File: src/rtl/aud_serial_tx_pkg.sv
package aud_serial_tx_pkg;

    // Default sample width in bits
    parameter int SAMPLE_W = 24;

    // Sequencer states
    typedef enum logic [1:0] {
        ST_STRAP = 2'd0,   // capture the format strap
        ST_SYNC  = 2'd1,   // wait for the first left-phase boundary
        ST_RUN   = 2'd2    // shift one bit per bit-clock falling edge
    } tx_state_e;

endpackage

File: src/rtl/aud_clk_edges.sv
module aud_clk_edges #(
    parameter int IN_STAGES = 0
) (
    input  logic clk,
    input  logic rst_n,
    input  logic sclk_i,
    input  logic lrck_i,
    output logic lrck_o,
    output logic sclk_fall_o,
    output logic half_start_o
);

    logic sclk_s;
    logic lrck_s;

    generate
        if (IN_STAGES == 0) begin : g_direct
            assign sclk_s = sclk_i;
            assign lrck_s = lrck_i;
        end else begin : g_sync
            logic [IN_STAGES-1:0] sc_q;
            logic [IN_STAGES-1:0] lr_q;
            always_ff @(posedge clk or negedge rst_n) begin
                if (!rst_n) begin
                    sc_q <= '0;
                    lr_q <= '0;
                end else begin
                    sc_q[0] <= sclk_i;
                    lr_q[0] <= lrck_i;
                    for (int i = 1; i < IN_STAGES; i++) begin
                        sc_q[i] <= sc_q[i-1];
                        lr_q[i] <= lr_q[i-1];
                    end
                end
            end
            assign sclk_s = sc_q[IN_STAGES-1];
            assign lrck_s = lr_q[IN_STAGES-1];
        end
    endgenerate

    logic sclk_prev_q;
    logic lr_at_fall_q;

    assign sclk_fall_o  = sclk_prev_q & ~sclk_s;
    assign half_start_o = sclk_fall_o & (lrck_s != lr_at_fall_q);
    assign lrck_o       = lrck_s;

    always_ff @(posedge clk or negedge rst_n) begin
        if (!rst_n) begin
            sclk_prev_q  <= 1'b0;
            lr_at_fall_q <= 1'b0;
        end else begin
            sclk_prev_q <= sclk_s;
            if (sclk_fall_o) begin
                lr_at_fall_q <= lrck_s;
            end
        end
    end

    // a falling edge cannot be seen in two consecutive cycles
    p_fall_spacing_r11: assert property (@(posedge clk) disable iff (!rst_n)
        sclk_fall_o |=> !sclk_fall_o);

endmodule

File: src/rtl/aud_pair_hold.sv
module aud_pair_hold #(
    parameter int W = 24
) (
    input  logic         clk,
    input  logic         rst_n,
    input  logic         in_valid_i,
    input  logic [W-1:0] in_left_i,
    input  logic [W-1:0] in_right_i,
    output logic         in_ready_o,
    input  logic         take_i,
    output logic [W-1:0] cur_left_o,
    output logic [W-1:0] cur_right_o,
    output logic         underrun_o
);

    logic [W-1:0] hold_l_q, hold_r_q;
    logic [W-1:0] act_l_q,  act_r_q;
    logic         hold_full_q;
    logic         accept;
    logic         swap;

    assign in_ready_o  = ~hold_full_q;
    assign accept      = in_valid_i & in_ready_o;
    assign swap        = take_i & hold_full_q;
    assign cur_left_o  = swap ? hold_l_q : act_l_q;
    assign cur_right_o = swap ? hold_r_q : act_r_q;

    always_ff @(posedge clk or negedge rst_n) begin
        if (!rst_n) begin
            hold_l_q    <= '0;
            hold_r_q    <= '0;
            act_l_q     <= '0;
            act_r_q     <= '0;
            hold_full_q <= 1'b0;
            underrun_o  <= 1'b0;
        end else begin
            if (take_i) begin
                if (hold_full_q) begin
                    act_l_q    <= hold_l_q;
                    act_r_q    <= hold_r_q;
                    underrun_o <= 1'b0;
                end else begin
                    underrun_o <= 1'b1;
                end
            end
            if (accept) begin
                hold_l_q <= in_left_i;
                hold_r_q <= in_right_i;
            end
            hold_full_q <= (hold_full_q & ~take_i) | accept;
        end
    end

    // an accepted offer fills the slot and closes it
    p_fill_r7: assert property (@(posedge clk) disable iff (!rst_n)
        (in_valid_i && in_ready_o) |=> !in_ready_o);

    // a takeover of a held pair reopens the slot
    p_swap_opens_r8: assert property (@(posedge clk) disable iff (!rst_n)
        (take_i && !in_ready_o) |=> (in_ready_o && !underrun_o));

    // a takeover with an empty slot flags underrun
    p_empty_take_r9: assert property (@(posedge clk) disable iff (!rst_n)
        (take_i && in_ready_o) |=> underrun_o);

endmodule

File: src/rtl/aud_word_shifter.sv
module aud_word_shifter #(
    parameter int W = 24
) (
    input  logic         clk,
    input  logic         rst_n,
    input  logic         step_i,
    input  logic         load_i,
    input  logic         i2s_i,
    input  logic [W-1:0] word_i,
    output logic         bit_o
);

    localparam int CW = $clog2(W + 1);

    logic [W-1:0]  sh_q;
    logic [CW-1:0] left_q;
    logic          pending;

    assign pending = (left_q != '0);

    always_ff @(posedge clk or negedge rst_n) begin
        if (!rst_n) begin
            sh_q   <= '0;
            left_q <= '0;
            bit_o  <= 1'b0;
        end else if (step_i) begin
            if (load_i) begin
                if (i2s_i) begin
                    // delay slot: finish any bit still owed by the old word
                    bit_o  <= pending ? sh_q[W-1] : 1'b0;
                    sh_q   <= word_i;
                    left_q <= CW'(W);
                end else begin
                    bit_o  <= word_i[W-1];
                    sh_q   <= {word_i[W-2:0], 1'b0};
                    left_q <= CW'(W - 1);
                end
            end else if (pending) begin
                bit_o  <= sh_q[W-1];
                sh_q   <= {sh_q[W-2:0], 1'b0};
                left_q <= left_q - 1'b1;
            end else begin
                bit_o <= 1'b0;
            end
        end
    end

    // the count of owed bits never exceeds the word width
    p_left_range_r5: assert property (@(posedge clk) disable iff (!rst_n)
        left_q <= CW'(W));

    // an I2S load leaves the full word owed
    p_i2s_load_r3: assert property (@(posedge clk) disable iff (!rst_n)
        (step_i && load_i && i2s_i) |=> (left_q == CW'(W)));

    // a left-justified load sends the MSB at once
    p_lj_msb_r2: assert property (@(posedge clk) disable iff (!rst_n)
        (step_i && load_i && !i2s_i) |=> (bit_o == $past(word_i[W-1])));

endmodule

File: src/rtl/aud_serial_tx.sv
module aud_serial_tx
    import aud_serial_tx_pkg::*;
#(
    parameter int W         = SAMPLE_W,
    parameter int IN_STAGES = 0
) (
    input  logic         clk,
    input  logic         rst_n,
    input  logic         fmt_strap_i,
    input  logic         sclk_i,
    input  logic         lrck_i,
    input  logic         smp_valid_i,
    input  logic [W-1:0] smp_left_i,
    input  logic [W-1:0] smp_right_i,
    output logic         smp_ready_o,
    output logic         sdata_o,
    output logic         frame_start_o,
    output logic         underrun_o
);

    tx_state_e state_q, state_d;
    logic      fmt_i2s_q;

    logic      lrck_s;
    logic      sclk_fall;
    logic      half_start;
    logic      is_left;
    logic      take;
    logic      step;
    logic [W-1:0] cur_left, cur_right, word;

    aud_clk_edges #(.IN_STAGES(IN_STAGES)) u_edges (
        .clk          (clk),
        .rst_n        (rst_n),
        .sclk_i       (sclk_i),
        .lrck_i       (lrck_i),
        .lrck_o       (lrck_s),
        .sclk_fall_o  (sclk_fall),
        .half_start_o (half_start)
    );

    assign is_left = fmt_i2s_q ? ~lrck_s : lrck_s;

    // State register
    always_ff @(posedge clk or negedge rst_n) begin
        if (!rst_n) begin
            state_q <= ST_STRAP;
        end else begin
            state_q <= state_d;
        end
    end

    // Format capture, only while in STRAP
    always_ff @(posedge clk or negedge rst_n) begin
        if (!rst_n) begin
            fmt_i2s_q <= 1'b0;
        end else if (state_q == ST_STRAP) begin
            fmt_i2s_q <= fmt_strap_i;
        end
    end

    // Next state
    always_comb begin
        state_d = state_q;
        unique case (state_q)
            ST_STRAP: state_d = ST_SYNC;
            ST_SYNC:  if (half_start && is_left) state_d = ST_RUN;
            ST_RUN:   state_d = ST_RUN;
            default:  state_d = ST_STRAP;
        endcase
    end

    // State outputs
    always_comb begin
        take = 1'b0;
        step = 1'b0;
        unique case (state_q)
            ST_STRAP: begin
                take = 1'b0;
                step = 1'b0;
            end
            ST_SYNC: begin
                take = half_start & is_left;
                step = half_start & is_left;
            end
            ST_RUN: begin
                take = half_start & is_left;
                step = sclk_fall;
            end
            default: begin
                take = 1'b0;
                step = 1'b0;
            end
        endcase
    end

    always_ff @(posedge clk or negedge rst_n) begin
        if (!rst_n) begin
            frame_start_o <= 1'b0;
        end else begin
            frame_start_o <= take;
        end
    end

    aud_pair_hold #(.W(W)) u_hold (
        .clk         (clk),
        .rst_n       (rst_n),
        .in_valid_i  (smp_valid_i),
        .in_left_i   (smp_left_i),
        .in_right_i  (smp_right_i),
        .in_ready_o  (smp_ready_o),
        .take_i      (take),
        .cur_left_o  (cur_left),
        .cur_right_o (cur_right),
        .underrun_o  (underrun_o)
    );

    assign word = is_left ? cur_left : cur_right;

    aud_word_shifter #(.W(W)) u_shift (
        .clk    (clk),
        .rst_n  (rst_n),
        .step_i (step),
        .load_i (half_start),
        .i2s_i  (fmt_i2s_q),
        .word_i (word),
        .bit_o  (sdata_o)
    );

    // once out of STRAP the format never changes
    p_strap_hold_r1: assert property (@(posedge clk) disable iff (!rst_n)
        (state_q != ST_STRAP) |=> $stable(fmt_i2s_q));

    // data line holds unless a falling edge was just sampled
    p_quiet_r11: assert property (@(posedge clk) disable iff (!rst_n)
        !sclk_fall |=> $stable(sdata_o));

    // frame start is a single-cycle pulse
    p_fs_single_r8: assert property (@(posedge clk) disable iff (!rst_n)
        frame_start_o |=> !frame_start_o);

    // underrun moves only together with a frame start
    p_ur_at_fs_r9: assert property (@(posedge clk) disable iff (!rst_n)
        !frame_start_o |-> $stable(underrun_o));

    // before lock the data line stays low
    p_sync_low_r10: assert property (@(posedge clk) disable iff (!rst_n)
        (state_q != ST_RUN) |-> !sdata_o);

endmodule

File: config.mk
export PLATFORM = sky130hd
export DESIGN_NAME = aud_serial_tx
export DESIGN_NICKNAME = d
export VERILOG_FILES = /design/src/rtl/aud_serial_tx_pkg.sv /design/src/rtl/aud_clk_edges.sv /design/src/rtl/aud_pair_hold.sv /design/src/rtl/aud_word_shifter.sv /design/src/rtl/aud_serial_tx.sv
export SDC_FILE = /design/constraint.sdc
export NUM_CORES = 1
export LEC_CHECK = 0
export CAP_MARGIN = 20
export CELL_PAD_IN_SITES_DETAIL_PLACEMENT = 1
export CELL_PAD_IN_SITES_GLOBAL_PLACEMENT = 2
export CORE_MARGIN = 2
export CORE_UTILIZATION = 47
export DETAILED_ROUTE_END_ITERATION = 8
export DONT_BUFFER_PORTS = 1
export GPL_TIMING_DRIVEN = 0
export PLACE_DENSITY_LB_ADDON = 0.05
export SETUP_SLACK_MARGIN = 0.1
export SYNTH_ARGS = -nofsm -noshare
export SYNTH_HDL_FRONTEND = slang
export SYNTH_HIERARCHICAL = 1
export SYNTH_SLANG_ARGS = --single-unit
File: constraint.sdc
create_clock -name clk -period 8.3 [get_ports clk]
set_clock_uncertainty 0.1 [all_clocks]
set_input_delay 2.075 -clock clk [delete_from_list [all_inputs] [get_ports clk]]
set_output_delay 2.075 -clock clk [all_outputs]
set_load 0.05 [all_outputs]
* Word-level counts from Yosys, hierarchy flattened
Cells that the tools add are included.
** Cells by class
- $add $sub $neg :: 1
- Mux-type cells :: 18
- Bitwise gates (word level) :: 11
- Reduce and logical (&&, ||, !) cells :: 7
- Equal/unequal tests :: 4
** Operators with widths (count)
- two-way mux 24 bit :: 6
- two-way mux 5 bit :: 2
- bitwise AND 1 bit :: 6
- two-way mux 1 bit :: 6
- one-hot mux 2 bit (3 select lines) :: 1
- nonzero test 5 bit :: 1
- subtractor 5 x 1 -> 5 bit (second input constant) :: 1
- two-way mux 4 bit :: 1
- inverter 1 bit :: 4
- AND reduction 2 bit :: 2
- equality test 2 x 1 -> 1 bit (second input constant) :: 1
- equality test 2 bit (second input constant) :: 1
- logical NOT 2 bit :: 1
- two-way mux 2 bit :: 1
- != test 2 bit (second input constant) :: 1
- one-hot mux 1 bit (2 select lines) :: 1
- nonzero test 2 bit :: 1
- OR reduction 2 bit :: 1
- logical AND 1 bit :: 1
- != test 1 bit :: 1
- OR 1 bit :: 1
** Word-level totals
- Bits in registers :: 134

* Longest topological paths before layout
Gate-level depths: netlist of run 1.
- Depth in word-level cells :: 10
- Gate-level depth with buffers :: 12
- Depth with buffers taken out :: 10

* Modules after synthesis
The synthesis of run 1 kept the hierarchy.
** By module, submodules not included
- aud_pair_hold :: area each 4215.3 µm², instances 1, sequential area each 2452.4 µm², cells an instance 263
- aud_word_shifter :: area each 1924.3 µm², instances 1, sequential area each 750.7 µm², cells an instance 181
- aud_serial_tx :: area each 533.0 µm², instances 1, sequential area each 100.1 µm², cells an instance 95
- aud_clk_edges :: area each 102.6 µm², instances 1, sequential area each 50.0 µm², cells an instance 7

* Worst setup path after synthesis of run 1
Ideal clock, no wire load.
- Path kind :: in2reg
- Start :: input port lrck_i
- End :: register u_shift.sh_q[7]
- Arrival :: 4224 ps
- Cell stages on the path :: 12
- Slack :: 3850 ps
- Path buffers :: 3
- Required time :: 8074 ps
- Cells stage by stage :: buf_4 -> xor2_2 -> and3_1 -> nand2_1 -> buf_2 -> buf_6 -> mux2_1 -> nand2_1 -> nand2_1 -> mux2_2 -> a32o_1 -> a221o_1
** Between the ends
- Cells in the longest elaborated chain, start to end :: 9
- Elaborated cells on any way between the ends :: 15
** RTL lines
- start: declaration :: RTL line aud_serial_tx.sv:11 : input logic lrck_i,
- != test 1 bit / inverter 1 bit (equally long branches) :: RTL line aud_clk_edges.sv:45, aud_serial_tx.sv:42
- bitwise AND 1 bit / two-way mux 1 bit (equally long branches) :: RTL line aud_clk_edges.sv:45, aud_serial_tx.sv:42
- bitwise AND 1 bit (*) :: RTL line aud_serial_tx.sv:83, aud_serial_tx.sv:87
- two-way mux 1 bit (*)
- named net take :: RTL line aud_serial_tx.sv:28 : logic take;
- bitwise AND 1 bit (*) :: RTL line aud_pair_hold.sv:24 : assign swap = take_i & hold_full_q;
- two-way mux 24 bit (*) :: RTL line aud_pair_hold.sv:25 : assign cur_left_o = swap ? hold_l_q : act_l_q;
- named net cur_left[6] :: RTL line aud_serial_tx.sv:30 : logic [W-1:0] cur_left, cur_right, word;
- two-way mux 24 bit (*) :: RTL line aud_serial_tx.sv:118 : assign word = is_left ? cur_left : cur_right;
- named net word[6] :: RTL line aud_serial_tx.sv:30
- two-way mux 24 bit (*) :: RTL line aud_word_shifter.sv:28 : if (i2s_i) begin
- two-way mux 24 bit (*) :: RTL line aud_word_shifter.sv:27 : if (load_i) begin
- end signal: assignment :: RTL line aud_word_shifter.sv:31 : sh_q <= word_i;
- end signal: assignment :: RTL line aud_word_shifter.sv:35 : sh_q <= {word_i[W-2:0], 1'b0};
- end signal: assignment :: RTL line aud_word_shifter.sv:40 : sh_q <= {sh_q[W-2:0], 1'b0};
- end: declaration :: RTL line aud_word_shifter.sv:15 : logic [W-1:0] sh_q;
The timed path passes the listed nets; every way through them passes the cells marked *.
A chain may end at the register's enable or synchronous reset.

* Final worst setup path of run 1
- Start :: input port lrck_i
- End :: register u_shift.sh_q[9]
** Between the ends
- Cells in the longest elaborated chain, start to end :: 9
- Elaborated cells on any way between the ends :: 15
** RTL lines
- != test 1 bit / inverter 1 bit (equally long branches) :: RTL line aud_clk_edges.sv:45, aud_serial_tx.sv:42
- bitwise AND 1 bit / two-way mux 1 bit (equally long branches) :: RTL line aud_clk_edges.sv:45, aud_serial_tx.sv:42
- bitwise AND 1 bit (*) :: RTL line aud_serial_tx.sv:83, aud_serial_tx.sv:87
- two-way mux 1 bit (*)
- named net take :: RTL line aud_serial_tx.sv:28
- bitwise AND 1 bit (*) :: RTL line aud_pair_hold.sv:24
- two-way mux 24 bit (*) :: RTL line aud_pair_hold.sv:26 : assign cur_right_o = swap ? hold_r_q : act_r_q;
- named net cur_right[9] :: RTL line aud_serial_tx.sv:30
- two-way mux 24 bit (*) :: RTL line aud_serial_tx.sv:118
- named net word[9] :: RTL line aud_serial_tx.sv:30
- two-way mux 24 bit (*) :: RTL line aud_word_shifter.sv:28
- two-way mux 24 bit (*) :: RTL line aud_word_shifter.sv:27
Marked as above.

==> metrics, run 1 <==
Period minus WS final=roughly 4800 ps; Die H=124 microns; layout cells sized above 1=31.6%; GP Congestion=0.777; post-route cell area=0.00762 sq mm; HPWL Detailed=11400 microns; period utilization=57.5%; final-stage net count=624; reg2reg setup slack=4770 ps; core area=0.0140 sq mm; GRT Overall Usage=~22%; width of the die=124 microns; first-pass GRT wire length=between 20000 and 30000 microns; most frequent cells in the layout=134 x dfrtp_1, 126 x mux2_2, 78 x nand2_1; Slew Viols, Final=0; die footprint=0.0154 sq mm; FFs w/ async S/R, synth=100%; post-synthesis register bit count=between 100 and 150; syn avg cell area=12.4 sq um; pwr dens=around 370 mW/mm^2; drt first pass iters=4; Worst Reg2Reg Path Length in Cells=11; Slew @ Worst Pin=911 ps; clk_lat worst skew=about 410 ps; post-route ant nets=0; Hold EP=u_hold/act_r_q[22]; worst-path fanout max=10; DR vias=4347; hold buffer count at cts=0; post-synth cell types=46; Crit path required time=8490 ps; Crit Reg-Reg Endpoint=u_shift/sh_q[9]; Worst Setup End Kind=register; syn nets=605; mapped cell area=0.00678 sq mm; worst reg2reg path startpoint=fmt_i2s_q; register area share after synthesis=49.5%; post-cts gate resize count=0; I/O pin count=58; TNS Setup=0 ps; YS warnings=6; clock buffer depth=2; Peak VDD IR=185 uV; Layout fillers=1434; H-Tree Level Count=4; cell count after synthesis=roughly 550; dpl cell area=0.00700 sq mm; # DRC=0; Setup Buffers After CTS=0; outcome=finished, final reports clean; total global routing overflow=0; largest net degree at the start of global routing=135; Worst Hold Path Cells=1; DR iter-0 viols=around 190; RSZ-0062 raised after global routing=no; WS Path Type=input port to register; HP Start=u_hold/act_r_q[22]; Slew HR=38.4%; vias in the first global route=4836; Tightest Hold Check Type=register to register; Initial Util=48.4%; drt via density=5.74; clock root buffer=clkbuf_16; antenna violations before repair=1; max frequency=209 MHz; Num Clock Sinks=134; Num CTS Buffers=17; CTS tree=yes; Post-Route WL=16000 microns; Area growth syn-to-layout=12.5%; row count=43; Final Hold Viols=0; IO Port Bufs=0; Post-synth EDFFs=0; leakage power=0.00347 uW; CP Launch Type=input port; max_cap viols=0; detailed-route wire length per cell=21.2 microns; Arr. time, crit path=4970 ps; Primary FF master, synth=dfrtp_1; Clock transition at path regs=around 50 ps; most common cell after layout, fill and taps aside=dfrtp_1; final setup vio count=0
## synthesized netlist by cell type (4+ instances only)
| cell type | n | share of area (%) |
|---|---|---|
| a221o_1 | 18 | 2.7 |
| a31oi_1 | 4 | 0.37 |
| a32o_1 | 17 | 2.5 |
| buf_2 | 13 | 0.96 |
| buf_6 | 6 | 1.0 |
| clkbuf_1 | 15 | 0.83 |
| dfrtp_1 | 134 | 49 |
| ha_1 | 5 | 0.92 |
| inv_1 | 9 | 0.50 |
| mux2_1 | 42 | 7.0 |
| mux2_2 | 126 | 21 |
| mux2i_1 | 6 | 0.89 |
| nand2_1 | 78 | 4.3 |
| nor2b_1 | 22 | 2.0 |
| o21ai_0 | 4 | 0.30 |
## logic make-up after synthesis
kind of cell / Yosys count / synth area share [%]
muxes: 175 / 29.0
adders and majority gates: 5 / 0.923
DFF: 134 / 49.5
buffers and inverters: 48 / 3.73
AOI/OAI and AO/OA: 65 / 8.27
xor gates and xnor gates: 3 / 0.499
and+or+nand+nor: 116 / 8.05
## area by class of cell
class                           instances  area, sq um  area share [%]
Clock inverter                          7          119            1.56
Antenna cell                            1         2.50          0.0328
Inverter                               10         37.5           0.493
Multi-Input combinational cell        364         3170            41.6
Buffer                                 38          215            2.82
Tap cell                              180          225            2.96
Clock buffer                           23          498            6.54
Sequential cell                       134         3350            44.0
## metal layers
layer  track usage (%)  vias up  share of wire (%)
met4              5.69        0               0.88
met1              29.1     2250                 47
met3              5.49       17                3.1
met5                 0        -                  0
li1                  -     2015                  -
met2              37.8       65                 49
## critical path, stage by stage
cell     delay (ps)
buf_4           130
xor2_2          480
and3_1          390
nand2_1         170
buf_2           250
buf_6           190
mux2_1          360
nand2_1         110
nand2_1          80
mux2_2          270
a32o_1          210
a221o_1         270
## sequential cells by signal, summed over array words and instances (netlist names)
name / cells
u_hold/hold_l_q: 24
u_shift/sh_q: 24
fmt_i2s_q: 1
u_shift/bit_o: 1
u_hold/hold_full_q: 1
state_q: 2
frame_start_o: 1
u_shift/left_q: 5
u_hold/act_r_q: 24
u_hold/act_l_q: 24
u_edges/lr_at_fall_q: 1
u_hold/hold_r_q: 24
u_hold/underrun_o: 1
u_edges/sclk_prev_q: 1
## how the worst max path moves through the flow
stage | start | depth (start not counted) | slack, ps | to
after global routing | lrck_i | 12 | 3380 | u_shift/sh_q[17]
after detailed placement | lrck_i | 12 | 3090 | u_shift/sh_q[17]
after CTS | lrck_i | 12 | 3540 | u_shift/sh_q[17]
final | lrck_i | 12 | 3520 | u_shift/sh_q[9]
after floorplan | lrck_i | 12 | 3850 | u_shift/sh_q[7]
after global placement | lrck_i | 12 | 3130 | u_shift/sh_q[7]
## through the flow
stage | util (%) | total power (uW) | instances | setup WS, ps | hold WS (ps)
6_report | 54.5 | 2830 | 757 | 3520 | 401
4_1_cts | 54.5 | 2860 | 756 | 3540 | 404
3_3_place_gp | 50.0 | 2000 | 726 | 3130 | 377
2_1_floorplan | - | 1790 | 546 | 3850 | 363
3_5_place_dp | 50.0 | 2060 | 726 | 3090 | 391
5_1_grt | 54.5 | 3020 | 757 | 3380 | 417
## where the power goes
part	total, uW	switching (uW)	internal (uW)
clock network	784	275	509
logic	933	449	484
registers	1110	189	925
(Power assumes the default switching activity.)
==> inputs of run 2 (changes only) <==
CORE_UTILIZATION = 44   (was 47)
clock period = 4.7 ns   (was 8.3 ns; I/O delays follow)
==> run 2 against run 1 <==
- non-clock buffer count is the same
- worst setup slack lost 2700 ps
- sequential power grew 78%
- via count shrank 1.2%
- register-to-register slack lost 3600 ps
==> metrics, run 2 (synthesized netlist as in run 1, its figures left out) <==
Area growth syn-to-layout=11.3%; most frequent cells in the layout=134 x dfrtp_1, 126 x mux2_2, 78 x nand2_1; DR iter-0 viols=203; largest net degree at the start of global routing=approximately 140; WS Path Type=input port to register; Slew @ Worst Pin=869 ps; post-cts gate resize count=0; hold buffer count at cts=0; die footprint=0.0164 sq mm; metal3 WL=~450 microns; register area=0.00335 sq mm; slowest CP cell=xor2_2; Buf/Inv on CP=3; drt via density=5.63; CP top delay family=simple AND/OR/NAND/NOR gates; IO Port Bufs=0; Final Hold Viols=0; GP Congestion=0.741; slowest cell delay on critical path=470 ps; clk_lat worst skew=420 ps; CP dominant cell by count=nand2_1; CTS tree=yes; Die H=128 microns; metal1 wirelength=roughly 7300 microns; detailed-route wire length per cell=20.9 microns; Setup Buffers After CTS=0; drt first pass iters=4; # DRC=0; Crit path required time=4890 ps; Worst Setup End Kind=register; period utilization=81.9%; most common cell after layout, fill and taps aside=dfrtp_1; final setup vio count=0; final-stage net count=624; first-pass GRT wire length=~26000 microns; total global routing overflow=0; worst-path fanout max=10; number of diodes=0; Num CTS Buffers=17; Initial Util=between 40 and 50%; I/O pin count=58; outcome=finished, final reports clean; DR vias=roughly 4300; H-Tree Level Count=4; TNS Setup=0 ps; Peak VDD IR=268 uV; Slew HR=41.7%; worst-path cell chain=buf_4 > xor2_2 > and3_1 > nand2_1 > buf_2 > buf_6 > mux2_1 > nand2_1 > nand2_1 > mux2_2 > a32o_1 > a221o_1; layout cells sized above 1=between 30 and 40%; Arr. time, crit path=4040 ps; HPWL Detailed=11200 microns; top routing layer in use=met4; RSZ-0062 raised after global routing=no; row count=45; post-route ant nets=0; clock root buffer=clkbuf_16; Slew Viols, Final=0; Multi-input gate area=0.00317 sq mm; Period minus WS final=3850 ps; max_cap viols=0; pwr dens=640 mW/mm^2; final core utilization=about half; Clock transition at path regs=roughly 60 ps; Post-Route WL=16000 microns; GRT Overall Usage=20.8%; Tightest Hold Check Type=input port to asynchronous set/reset pin; core area=0.0151 sq mm; clock buffer depth=2; Layout fillers=1577; CP Launch Type=input port; Num Clock Sinks=134; antenna violations before repair=0; width of the die=128 microns; met2 WL=8060 microns; leakage power=0.00344 uW; max frequency=260 MHz; vias in the first global route=4695
run 2: final cells by class:
class / count / share of cell area (%)
sequential: 134 / 44.5
multi-input combinational: 364 / 42.0
clock buffer: 24 / 6.39
tap: 188 / 3.12
buffer: 38 / 2.85
clock inverter: 5 / 0.664
inverter: 10 / 0.498
run 2: final timing paths:
path / startpoint / end / slack, ps / depth (start not counted)
max: lrck_i / u_shift/sh_q[8] / 850 / 12
min: rst_n / u_hold/hold_r_q[8] / 350 / 0
max in group asynchronous: rst_n / u_hold/act_l_q[7] / 3960 / 0
min reg2reg: u_shift/sh_q[0] / u_shift/sh_q[0] / 400 / 1
max reg2reg: fmt_i2s_q / u_shift/sh_q[8] / 1190 / 11
min in group clk: u_shift/sh_q[0] / u_shift/sh_q[0] / 400 / 1
run 2: routing by layer:
layer  up-vias  track usage (%)
met5         -                0
met4         0             6.21
met3        12             4.01
met2        55             35.7
met1      2227             26.8
li1       2001                -
run 2: power by group:
group / switching (uW) / internal (uW) / leakage (uW)
combinational: 776 / 853 / 0.00152
sequential: 342 / 1630 / 0.00165
clock: 462 / 756 / 0.000266
run 2: metrics by stage:
stage          area [sq um]  total power, uW  setup slack, ps  std cells  hold slack [ps]
3_3_place_gp           7010             3560              423        734              376
4_1_cts                7540             4890              834        763              334
5_1_grt                7540             5160              697        763              331
6_report               7540             4830              852        763              353
3_5_place_dp           7010             3640              411        734              388
2_1_floorplan          6780             3170             1150        546              363
